`src/rtl/fmr_pkg.sv`:
```
`timescale 1ns/1ps
package fmr_pkg;

  typedef enum logic [2:0] {
    ST_IDLE,
    ST_CMD,
    ST_ADDR,
    ST_DUMMY,
    ST_DATA,
    ST_RESP
  } seqState_t;

  // Per-chip-select setup word; field order follows the register bit layout.
  typedef struct packed {
    logic [1:0] lineMode;
    logic [1:0] dummyBytes;
    logic [1:0] addrBytesM1;
    logic [7:0] opcode;
  } setupWord_t;

  // Strobes from the sequencer to the datapath.
  typedef struct packed {
    logic load;      // capture opcode/address, clear receive register
    logic run;       // serial clock divider running
    logic txShift;   // advance the transmit register
    logic txDrive;   // drive data line 0
    logic rxSample;  // shift in one data chunk
    logic csOn;      // selected chip select asserted
    logic respond;   // present the read response
  } strobes_t;

  localparam logic [1:0] MODE_DUAL = 2'b01;
  localparam logic [1:0] MODE_QUAD = 2'b11;

  // Serial clock cycles needed for 32 data bits.
  function automatic logic [5:0] dataCycles(input logic [1:0] mode);
    case (mode)
      MODE_DUAL: dataCycles = 6'd16;
      MODE_QUAD: dataCycles = 6'd8;
      default:   dataCycles = 6'd32;
    endcase
  endfunction

endpackage

```
`src/rtl/fmr_ctrl.sv`:
```
`timescale 1ns/1ps
module fmr_ctrl
  import fmr_pkg::*;
#(
  parameter int NUM_CS = 4,
  parameter int CFG_AW = 5,
  parameter logic [CFG_AW-1:0] SWITCH_OFS = '0,
  parameter logic [CFG_AW-1:0] SETUP_BASE = CFG_AW'('h10),
  localparam int CS_W = (NUM_CS > 1) ? $clog2(NUM_CS) : 1
) (
  input  logic              clk,
  input  logic              rstN,
  input  logic              cfgWe,
  input  logic [CFG_AW-1:0] cfgAddr,
  input  logic [31:0]       cfgWdata,
  input  logic              busRead,
  input  logic              riseTick,
  input  logic              fallTick,
  output logic              mapMode,
  output strobes_t          strobes,
  output logic [7:0]        loadOpcode,
  output logic [1:0]        loadAddrM1,
  output logic [1:0]        lineMode,
  output logic [CS_W-1:0]   csIdx
);

  logic       swEnQ;
  logic [2:0] swCsQ;
  setupWord_t setupQ [NUM_CS];

  // Switch register: enable bit and chip-select field (index + 1).
  always_ff @(posedge clk) begin
    if (!rstN) begin
      swEnQ <= 1'b0;
      swCsQ <= 3'd0;
    end else if (cfgWe && cfgAddr == SWITCH_OFS) begin
      swEnQ <= cfgWdata[0];
      swCsQ <= cfgWdata[10:8];
    end
  end

  // One setup word per chip select.
  for (genvar g = 0; g < NUM_CS; g++) begin : gSetup
    localparam logic [CFG_AW-1:0] OFS = SETUP_BASE + CFG_AW'(4 * g);
    always_ff @(posedge clk) begin
      if (!rstN) setupQ[g] <= '0;
      else if (cfgWe && cfgAddr == OFS) setupQ[g] <= setupWord_t'(cfgWdata[13:0]);
    end
  end

  logic unusedCfg;
  assign unusedCfg = ^{cfgWdata[31:14], cfgWdata[7:1]};

  // Chip-select selection.
  logic [2:0] csFieldM1;
  logic       selValid;
  setupWord_t selSetup;
  assign csFieldM1 = swCsQ - 3'd1;
  assign selValid  = swEnQ && (swCsQ != 3'd0) && (int'(swCsQ) <= NUM_CS);
  assign selSetup  = setupQ[csFieldM1[CS_W-1:0]];

  assign mapMode    = swEnQ;
  assign loadOpcode = selSetup.opcode;
  assign loadAddrM1 = selSetup.addrBytesM1;

  // Sequencer.
  seqState_t       stateQ, nextPhase;
  logic [5:0]      cntQ, phaseLen;
  logic [1:0]      actAddrM1Q, actDummyQ, actModeQ;
  logic [CS_W-1:0] csIdxQ;
  logic            lastCycle;

  always_comb begin
    case (stateQ)
      ST_CMD:   phaseLen = 6'd8;
      ST_ADDR:  phaseLen = {3'(actAddrM1Q) + 3'd1, 3'b000};
      ST_DUMMY: phaseLen = {1'b0, actDummyQ, 3'b000};
      ST_DATA:  phaseLen = dataCycles(actModeQ);
      default:  phaseLen = 6'd1;
    endcase
    case (stateQ)
      ST_CMD:   nextPhase = ST_ADDR;
      ST_ADDR:  nextPhase = (actDummyQ != 2'd0) ? ST_DUMMY : ST_DATA;
      ST_DUMMY: nextPhase = ST_DATA;
      ST_DATA:  nextPhase = ST_RESP;
      default:  nextPhase = ST_IDLE;
    endcase
  end
  assign lastCycle = (cntQ == phaseLen - 6'd1);

  always_ff @(posedge clk) begin
    if (!rstN) begin
      stateQ     <= ST_IDLE;
      cntQ       <= '0;
      actAddrM1Q <= '0;
      actDummyQ  <= '0;
      actModeQ   <= '0;
      csIdxQ     <= '0;
    end else begin
      case (stateQ)
        ST_IDLE: begin
          if (busRead) begin
            cntQ <= '0;
            if (selValid) begin
              stateQ     <= ST_CMD;
              actAddrM1Q <= selSetup.addrBytesM1;
              actDummyQ  <= selSetup.dummyBytes;
              actModeQ   <= selSetup.lineMode;
              csIdxQ     <= csFieldM1[CS_W-1:0];
            end else begin
              stateQ <= ST_RESP;
            end
          end
        end
        ST_RESP: stateQ <= ST_IDLE;
        default: begin
          if (fallTick) begin
            if (lastCycle) begin
              cntQ   <= '0;
              stateQ <= nextPhase;
            end else begin
              cntQ <= cntQ + 6'd1;
            end
          end
        end
      endcase
    end
  end

  logic inFlash;
  assign inFlash = (stateQ == ST_CMD) || (stateQ == ST_ADDR) ||
                   (stateQ == ST_DUMMY) || (stateQ == ST_DATA);

  always_comb begin
    strobes          = '0;
    strobes.load     = (stateQ == ST_IDLE) && busRead;
    strobes.run      = inFlash;
    strobes.csOn     = inFlash;
    strobes.txDrive  = (stateQ == ST_CMD) || (stateQ == ST_ADDR);
    strobes.txShift  = strobes.txDrive && fallTick;
    strobes.rxSample = (stateQ == ST_DATA) && riseTick;
    strobes.respond  = (stateQ == ST_RESP);
  end

  assign lineMode = actModeQ;
  assign csIdx    = csIdxQ;

endmodule

```
`src/rtl/fmr_datapath.sv`:
```
`timescale 1ns/1ps
module fmr_datapath
  import fmr_pkg::*;
#(
  parameter int NUM_CS   = 4,
  parameter int BUS_AW   = 24,
  parameter int HALF_DIV = 2,
  localparam int CS_W  = (NUM_CS > 1) ? $clog2(NUM_CS) : 1,
  localparam int DIV_W = (HALF_DIV > 1) ? $clog2(HALF_DIV) : 1
) (
  input  logic              clk,
  input  logic              rstN,
  input  strobes_t          strobes,
  input  logic [7:0]        loadOpcode,
  input  logic [1:0]        loadAddrM1,
  input  logic [1:0]        lineMode,
  input  logic [CS_W-1:0]   csIdx,
  input  logic [BUS_AW-1:0] busAddr,
  input  logic [3:0]        ioIn,
  output logic              riseTick,
  output logic              fallTick,
  output logic              sclk,
  output logic [NUM_CS-1:0] csN,
  output logic [3:0]        ioOut,
  output logic [3:0]        ioOe,
  output logic [31:0]       busRdata,
  output logic              busReady
);

  // Serial clock divider: each half period lasts HALF_DIV system clocks.
  logic [DIV_W-1:0] divQ;
  logic             sclkQ, halfEnd;
  assign halfEnd  = (divQ == DIV_W'(HALF_DIV - 1));
  assign riseTick = halfEnd && !sclkQ;
  assign fallTick = halfEnd && sclkQ;

  always_ff @(posedge clk) begin
    if (!rstN || !strobes.run) begin
      divQ  <= '0;
      sclkQ <= 1'b0;
    end else if (halfEnd) begin
      divQ  <= '0;
      sclkQ <= ~sclkQ;
    end else begin
      divQ <= divQ + DIV_W'(1);
    end
  end
  assign sclk = sclkQ;

  // Transmit register: opcode then left-justified address, MSB first.
  logic [31:0] addrWide;
  logic [4:0]  addrShamt;
  logic [39:0] txQ;
  assign addrWide  = 32'(busAddr);
  assign addrShamt = {2'd3 - loadAddrM1, 3'b000};

  always_ff @(posedge clk) begin
    if (!rstN)               txQ <= '0;
    else if (strobes.load)   txQ <= {loadOpcode, addrWide << addrShamt};
    else if (strobes.txShift) txQ <= {txQ[38:0], 1'b0};
  end

  assign ioOut = {3'b000, strobes.txDrive & txQ[39]};
  assign ioOe  = {3'b000, strobes.txDrive};

  // Receive register: the first byte received ends up in the top byte.
  logic [31:0] rxQ;
  always_ff @(posedge clk) begin
    if (!rstN || strobes.load) begin
      rxQ <= '0;
    end else if (strobes.rxSample) begin
      case (lineMode)
        MODE_DUAL: rxQ <= {rxQ[29:0], ioIn[1:0]};
        MODE_QUAD: rxQ <= {rxQ[27:0], ioIn[3:0]};
        default:   rxQ <= {rxQ[30:0], ioIn[1]};
      endcase
    end
  end

  assign busReady = strobes.respond;
  assign busRdata = strobes.respond ? {rxQ[7:0], rxQ[15:8], rxQ[23:16], rxQ[31:24]} : 32'd0;

  for (genvar k = 0; k < NUM_CS; k++) begin : gCs
    assign csN[k] = !(strobes.csOn && csIdx == CS_W'(k));
  end

endmodule

```
`src/rtl/flash_map_reader.sv`:
```
`timescale 1ns/1ps
module flash_map_reader
  import fmr_pkg::*;
#(
  parameter int NUM_CS   = 4,
  parameter int BUS_AW   = 24,
  parameter int CFG_AW   = 5,
  parameter int HALF_DIV = 2,
  localparam int CS_W = (NUM_CS > 1) ? $clog2(NUM_CS) : 1
) (
  input  logic              clk,
  input  logic              rstN,
  input  logic              cfgWe,
  input  logic [CFG_AW-1:0] cfgAddr,
  input  logic [31:0]       cfgWdata,
  input  logic              busRead,
  input  logic [BUS_AW-1:0] busAddr,
  output logic [31:0]       busRdata,
  output logic              busReady,
  output logic              mapMode,
  output logic              sclk,
  output logic [NUM_CS-1:0] csN,
  output logic [3:0]        ioOut,
  output logic [3:0]        ioOe,
  input  logic [3:0]        ioIn
);

  strobes_t        strobes;
  logic            riseTick, fallTick;
  logic [7:0]      loadOpcode;
  logic [1:0]      loadAddrM1, lineMode;
  logic [CS_W-1:0] csIdx;

  fmr_ctrl #(
    .NUM_CS(NUM_CS),
    .CFG_AW(CFG_AW)
  ) uCtrl (
    .clk       (clk),
    .rstN      (rstN),
    .cfgWe     (cfgWe),
    .cfgAddr   (cfgAddr),
    .cfgWdata  (cfgWdata),
    .busRead   (busRead),
    .riseTick  (riseTick),
    .fallTick  (fallTick),
    .mapMode   (mapMode),
    .strobes   (strobes),
    .loadOpcode(loadOpcode),
    .loadAddrM1(loadAddrM1),
    .lineMode  (lineMode),
    .csIdx     (csIdx)
  );

  fmr_datapath #(
    .NUM_CS  (NUM_CS),
    .BUS_AW  (BUS_AW),
    .HALF_DIV(HALF_DIV)
  ) uData (
    .clk       (clk),
    .rstN      (rstN),
    .strobes   (strobes),
    .loadOpcode(loadOpcode),
    .loadAddrM1(loadAddrM1),
    .lineMode  (lineMode),
    .csIdx     (csIdx),
    .busAddr   (busAddr),
    .ioIn      (ioIn),
    .riseTick  (riseTick),
    .fallTick  (fallTick),
    .sclk      (sclk),
    .csN       (csN),
    .ioOut     (ioOut),
    .ioOe      (ioOe),
    .busRdata  (busRdata),
    .busReady  (busReady)
  );

endmodule

```
`config.mk`:
```
export PLATFORM = sky130hd
export DESIGN_NAME = flash_map_reader
export DESIGN_NICKNAME = d
export VERILOG_FILES = /design/src/rtl/fmr_pkg.sv /design/src/rtl/fmr_ctrl.sv /design/src/rtl/fmr_datapath.sv /design/src/rtl/flash_map_reader.sv
export SDC_FILE = /design/constraint.sdc
export NUM_CORES = 1
export LEC_CHECK = 0
export CAP_MARGIN = 20
export CORE_AREA = 2 2 137 106
export CTS_CLUSTER_DIAMETER = 120
export DETAILED_ROUTE_END_ITERATION = 12
export DIE_AREA = 0 0 139 108
export GPL_TIMING_DRIVEN = 0
export PLACE_DENSITY = 0.84
export SLEW_MARGIN = 40
export SYNTH_ARGS = -nofsm -noshare
export SYNTH_HDL_FRONTEND = slang
export SYNTH_SLANG_ARGS = --single-unit
```
`constraint.sdc`:
```
create_clock -name clk -period 5.3 [get_ports clk]
set_input_delay 1.59 -clock clk [delete_from_list [all_inputs] [get_ports clk]]
set_output_delay 1.59 -clock clk [all_outputs]
set_load 0.005 [all_outputs]
```
==> flow_metrics.env, run 1 <==
export IMPL_clk_latency_ps=440
export IMPL_overflow=0
export IMPL_synthFlopType="dfxtp_1"
export IMPL_slew_headroom_pct=45.7
export IMPL_syn_inst=805
export IMPL_synth_edf_count=56
export IMPL_numCtsBuffers=17
export IMPL_critPathMaxFanout=10
export IMPL_drive_gt1_share_pct=7.90
export IMPL_synthTopCellsByArea="dfxtp_1 24%, edfxtp_1 21%, mux2i_1 11%, and2_1 7.2%, nor2_1 3.9%"
export IMPL_dieArea_um2=15000
export IMPL_r2r_start="uCtrl.swCsQ[0]$_SDFFE_PN0P_"
export IMPL_drtIter0Drc=637
export IMPL_post_route_period_util_pct=79.9
export IMPL_cts_sinks=151
export IMPL_status="finished clean"
export IMPL_place_area_um2=9160
export IMPL_area_growth_syn_to_layout_pct=22.6
export IMPL_tightest_slew_ps=798
export IMPL_drv_slew=0
export IMPL_gp_congestion=0.835
export IMPL_cts_buffer_depth=2
export IMPL_startpoint="uCtrl.stateQ[0]$_SDFFE_PN0P_"
export IMPL_syn_area_per_cell_um2=9.85
export IMPL_die_height_um=108
export IMPL_finalSetupViolations=0
export IMPL_max_clock_freq_mhz=236
export IMPL_cts_reportedPaths_clkPinSlew_ps=70
export IMPL_required_ps=3710
export IMPL_final_nets=996
export IMPL_wire_per_inst_um=18.2
export IMPL_hold_viol=0
export IMPL_dpl_hpwl_um=14200
export IMPL_yosysTopAreaCellShare_pct=24.0
export IMPL_ys_types=59
export IMPL_endpoint_kind="output pin"
export IMPL_vias=6555
export IMPL_firstDrtPassIters=5
export IMPL_synthArstFlopShare_pct=0
export IMPL_post_cts_resized=0
export IMPL_path_class="flop to output pin"
export IMPL_design_core_area_um2=13500
export IMPL_rows=37
export IMPL_fin_ws_ps=1070
export IMPL_whs_ps=473
export IMPL_rsz0062_at_grt="no"
export IMPL_hold_buffers=0
export IMPL_grt_max_degree=17
export IMPL_antenna_found_initial=0
export IMPL_antenna_left=0
export IMPL_grt_pass1_vias=5961
export IMPL_clockRootBuffer="clkbuf_16"
export IMPL_ir_drop_v=0.000252
export IMPL_drcViolationCount=0
export IMPL_ys_seq_elements=151
export IMPL_yosys_warnings=0
export IMPL_die_w_um=139
export IMPL_period_minus_slack_ps=4230
export IMPL_hp_class="flop to flop"
export IMPL_start_util_pct=58.7
export IMPL_power_uw=2790
export IMPL_cts_tree="built"
export IMPL_io_pins=116
export IMPL_synth_area_um2=7930
export IMPL_grt_usage_pct=27.3
export IMPL_preCtsSetupSlack_ps=1220
export IMPL_arrival_ps=2640
export IMPL_fin_skew_ps=15.8
export IMPL_drt_total_wl_um=20300
export IMPL_post_cts_repair_setup_buffers=0
export IMPL_port_buffers=91
export IMPL_grt_pass1_wl_um=32400
export IMPL_h_tree_depth=4
export IMPL_synth_common_cells="95 x dfxtp_1, 91 x and2_1, 86 x mux2i_1"
export IMPL_maxCapViolations=0
export IMPL_synth_most_common_cell="dfxtp_1"
export IMPL_leakage_uw=0.00360
export IMPL_critPathLaunchType="flop"
export IMPL_timing_setup_tns_ps=0
export IMPL_vias_per_cell=5.89
export IMPL_min_from="uData.divQ$_SDFF_PP0_"
export IMPL_synth_largest_area_cell="dfxtp_1"
export IMPL_yosysSeqAreaShare_pct=45.2
export IMPL_num_antenna_cells=0
export IMPL_final_cell_area_um2=9720
export IMPL_power_density_nw_per_um2=287
metal layers:
| metal | part of all wire [%] | up-vias | track usage, % |
|---|---|---|---|
| met1 | 48 | 3133 | 41.8 |
| met3 | 7.0 | 19 | 5.31 |
| met4 | 0.92 | 0 | 5.63 |
| met5 | 0 | - | 0 |
| li1 | - | 3141 | - |
| met2 | 44 | 262 | 40.7 |
worst paths after layout:
check	to	slack, ps	depth (start not counted)
worst max-delay path	busRdata[10]	1070	6
worst min-delay path	uData.divQ$_SDFF_PP0_	470	1
worst max register to register	uData.txQ[14]$_SDFFE_PN0P_	2330	10
worst min register to register	uData.divQ$_SDFF_PP0_	470	1
cell usage in the layout, fill, tap and decap left out, types with 5 or more instances in the layout:
cell type	n
and2_1	91
o21ai_0	12
nand2_1	72
xnor2_1	5
o2bb2ai_1	8
a22oi_1	8
o21ai_1	7
clkbuf_1	43
nor2b_1	15
nand3_1	8
mux4_2	13
o22ai_1	16
inv_6	6
dfxtp_1	95
buf_4	9
edfxtp_1	56
a21oi_1	37
mux2i_1	86
nor2_1	83
o211a_1	26
clkbuf_16	17
conb_1	6
a211oi_1	32
buf_1	12
buf_2	5
o211ai_1	9
clkdlybuf4s50_1	91
sequential cells by signal (all words and copies together) (netlist names), 3 cells and up:
name / cells
uData.rxQ: 32
uCtrl.swCsQ: 3
uCtrl.setupQ: 56
uData.txQ: 40
uCtrl.cntQ: 6
uCtrl.stateQ: 3
worst max-delay path: stages, from the launching register on:
cell	delay (ps)
dfxtp_1	430
buf_4	200
nand2b_1	120
nor2_1	370
clkbuf_1	360
and2_1	200
clkdlybuf4s50_1	530
logic make-up after synthesis:
logic type	synth area share, %
and+or+nand+nor	19.1
AOI/OAI and AO/OA	15.8
muxes	14.7
adders and majority gates	0.473
DFF	45.2
other	0.0473
buffers and inverters	3.91
xor gates and xnor gates	0.773
final cells by class:
| type | instances | area (um2) |
|---|---|---|
| inverter | 4 | 15.0 |
| sequential | 151 | 3580 |
| tap | 175 | 219 |
| clock inverter | 14 | 133 |
| timing repair buffer | 95 | 956 |
| clock buffer | 18 | 429 |
| fill | 995 | 3800 |
| buffer | 68 | 295 |
| multi-input combinational | 587 | 4090 |
power by group:
part           switching (uW)  total (uW)  leakage [uW]  internal, uW
Clock                     556        1180      0.000275           622
Combinational             189         334       0.00202           145
Sequential               26.1        1280       0.00130          1250
Total                     772        2790       0.00360          2020
stage by stage:
step                utilization (%)  std cells
finish                         71.9       1112
global placement               67.2       1076
floorplan                         -        810
global route                   71.9       1112
detailed placement             67.7       1080
CTS                            71.9       1112
Note: power is estimated with default switching activity, not from simulation.
==> run 2: changes to the inputs <==
- CORE_AREA: 2 2 137 106 -> 2 2 149 115
- DIE_AREA: 0 0 139 108 -> 0 0 151 117
- PLACE_DENSITY: 0.84 -> 0.75
- clock period: 5.3 -> 3.5 ns (I/O delays scaled with it)
==> run 2 against run 1 <==
  * Utilization decreased by 12 points
  * Count of clock-buffer cells in the layout stayed put
  * Via count is 2.3% lower
  * Register-to-register slack worse by 1900 ps
  * First-iteration DRC count decreased by 0.31%
  * Total power rose by 55%
  * Critical endpoint is now csN[0]
  * Combinational power grew 54%
  * Sequential cell count did not move
  * Largest power group unchanged
  * Sequential power is 52% higher
  * Critical path type unchanged
==> flow_metrics.env, run 2 (synthesized netlist as in run 1, its figures left out) <==
export IMPL_io_pins=116
export IMPL_grt_usage_pct=23.1
export IMPL_port_buffers=91
export IMPL_dieArea_um2=17700
export IMPL_grt_pass1_wl_um=31300
export IMPL_vias=6404
export IMPL_power_uw=4330
export IMPL_path_class="flop to output pin"
export IMPL_period_minus_slack_ps=3390
export IMPL_slew_headroom_pct=42.7
export IMPL_crit_chain="buf_2, buf_2, xnor2_4, or3b_2, clkdlybuf4s50_1"
export IMPL_rsz0062_at_grt="no"
export IMPL_finalSetupViolations=0
export IMPL_cts_tree="built"
export IMPL_largest_register="uCtrl.setupQ"
export IMPL_h_tree_depth=4
export IMPL_rows=41
export IMPL_hold_buffers=0
export IMPL_final_nets=996
export IMPL_drcViolationCount=0
export IMPL_hp_class="flop to flop"
export IMPL_firstDrtPassIters=5
export IMPL_max_clock_freq_mhz=295
export IMPL_drive_gt1_share_pct=8.64
export IMPL_largest_reg_flops=56
export IMPL_dpl_hpwl_um=14200
export IMPL_clk_latency_ps=430
export IMPL_critPathMaxFanout=10
export IMPL_fin_skew_ps=9.15
export IMPL_worst_path_most_repeated_cell="buf_2"
export IMPL_cts_buffer_depth=2
export IMPL_drt_total_wl_um=19900
export IMPL_layout_commonest_cell="dfxtp_1"
export IMPL_area_growth_syn_to_layout_pct=24.2
export IMPL_endpoint_kind="output pin"
export IMPL_arrival_ps=2340
export IMPL_ir_drop_v=0.000329
export IMPL_antenna_found_initial=0
export IMPL_leakage_uw=0.00363
export IMPL_fin_ws_ps=114
export IMPL_start_util_pct=48.6
export IMPL_die_w_um=151
export IMPL_drv_slew=0
export IMPL_hold_viol=0
export IMPL_critPathSlowestCell="or3b_2"
export IMPL_critPathLaunchType="flop"
export IMPL_clockRootBuffer="clkbuf_16"
export IMPL_slowest_delay_ps=460
export IMPL_post_route_period_util_pct=96.7
export IMPL_drtIter0Drc=635
export IMPL_die_height_um=117
export IMPL_design_core_area_um2=16300
export IMPL_maxCapViolations=0
export IMPL_wire_per_inst_um=17.2
export IMPL_gp_congestion=0.827
export IMPL_antenna_left=0
export IMPL_power_density_nw_per_um2=439
export IMPL_preCtsSetupSlack_ps=-80.5
export IMPL_final_cell_mix="94 x dfxtp_1, 91 x and2_1, 91 x clkdlybuf4s50_1, 86 x mux2i_1, 81 x nor2_1"
export IMPL_numCtsBuffers=17
export IMPL_grt_pass1_vias=5893
export IMPL_cts_reportedPaths_clkPinSlew_ps=60
export IMPL_required_ps=2450
export IMPL_overflow=0
export IMPL_reg_top3="uCtrl.setupQ (56), uData.txQ (40), uData.rxQ (32)"
export IMPL_cts_sinks=151
export IMPL_vias_per_cell=5.56
export IMPL_status="finished clean"
export IMPL_tightest_slew_ps=842
export IMPL_grt_max_degree=17
export IMPL_num_antenna_cells=0
-- run 2: cell count changes in the layout (fill, tap and decap cells not counted), moves of 2 or more --
cell	before	now
inv_6	6	3
bufinv_16	0	3
buf_1	12	10
nor2_4	0	2
clkbuf_1	43	40
clkinv_1	0	2
inv_8	3	0
clkbuf_2	0	3
nor2_1	83	81
clkinvlp_4	1	4
buf_2	5	7
-- run 2: power by group --
group / switching, uW / leakage, uW / internal (uW) / total [uW]
clock: 752 / 0.000279 / 1120 / 1880
sequential: 37.7 / 0.00130 / 1900 / 1940
combinational: 289 / 0.00205 / 225 / 514
-- run 2: final cells by class --
type / count / area [um2]
fillers: 1413 / 6470
flip-flops and latches: 151 / 3580
inverters: 4 / 15.0
clock buffers: 18 / 429
plain buffers: 68 / 302
clock inverters: 14 / 171
repair buffers: 95 / 952
multi-input cells: 587 / 4120
well taps: 215 / 269
-- run 2: final timing paths --
check                               startpoint                         end  slack, ps  cells after the start
setup / recovery  uCtrl.stateQ[2]$_SDFFE_PN0P_                      csN[0]        110                      5
hold / removal      uData.txQ[19]$_SDFFE_PN0P_  uData.txQ[19]$_SDFFE_PN0P_        470                      2
setup reg to reg   uCtrl.swCsQ[0]$_SDFFE_PN0P_  uData.txQ[16]$_SDFFE_PN0P_        480                     12
hold reg to reg     uData.txQ[19]$_SDFFE_PN0P_  uData.txQ[19]$_SDFFE_PN0P_        470                      2
-- run 2: metrics by stage --
step / setup TNS, ps / util [%] / cells / hold slack [ps] / instance area, um2
global route: 0 / 60.4 / 1152 / 488 / 9850
CTS: 0 / 60.2 / 1152 / 472 / 9820
detailed placement: -2390 / 56.4 / 1120 / 458 / 9200
global placement: -30250 / 56.0 / 1116 / 448 / 9130
finish: 0 / 60.4 / 1152 / 471 / 9850
floorplan: 0 / - / 810 / 433 / 7950
-- run 2: worst max-delay path, delay by kind of cell, from the launching register on --
kind / cells / cell delay, ps
DFF: 1 / 310
xor gates and xnor gates: 1 / 190
and+or+nand+nor: 1 / 460
buffers and inverters: 3 / 950
-- run 2: metal layers --
metal  up-vias  GRT usage (%)  part of all wire (%)
met4         0           5.98                  0.93
met2       187           34.2                    44
met5         -              0                     0
met1      3065           34.6                    49
li1       3138              -                     -
met3        14           4.73                   5.9
-- run 2: what timing repair did --
action,CTS,global route
setup buffers,0,0
gates resized for setup,6,7
hold endpoints to repair,0,0
endpoints found under the setup margin,31,30
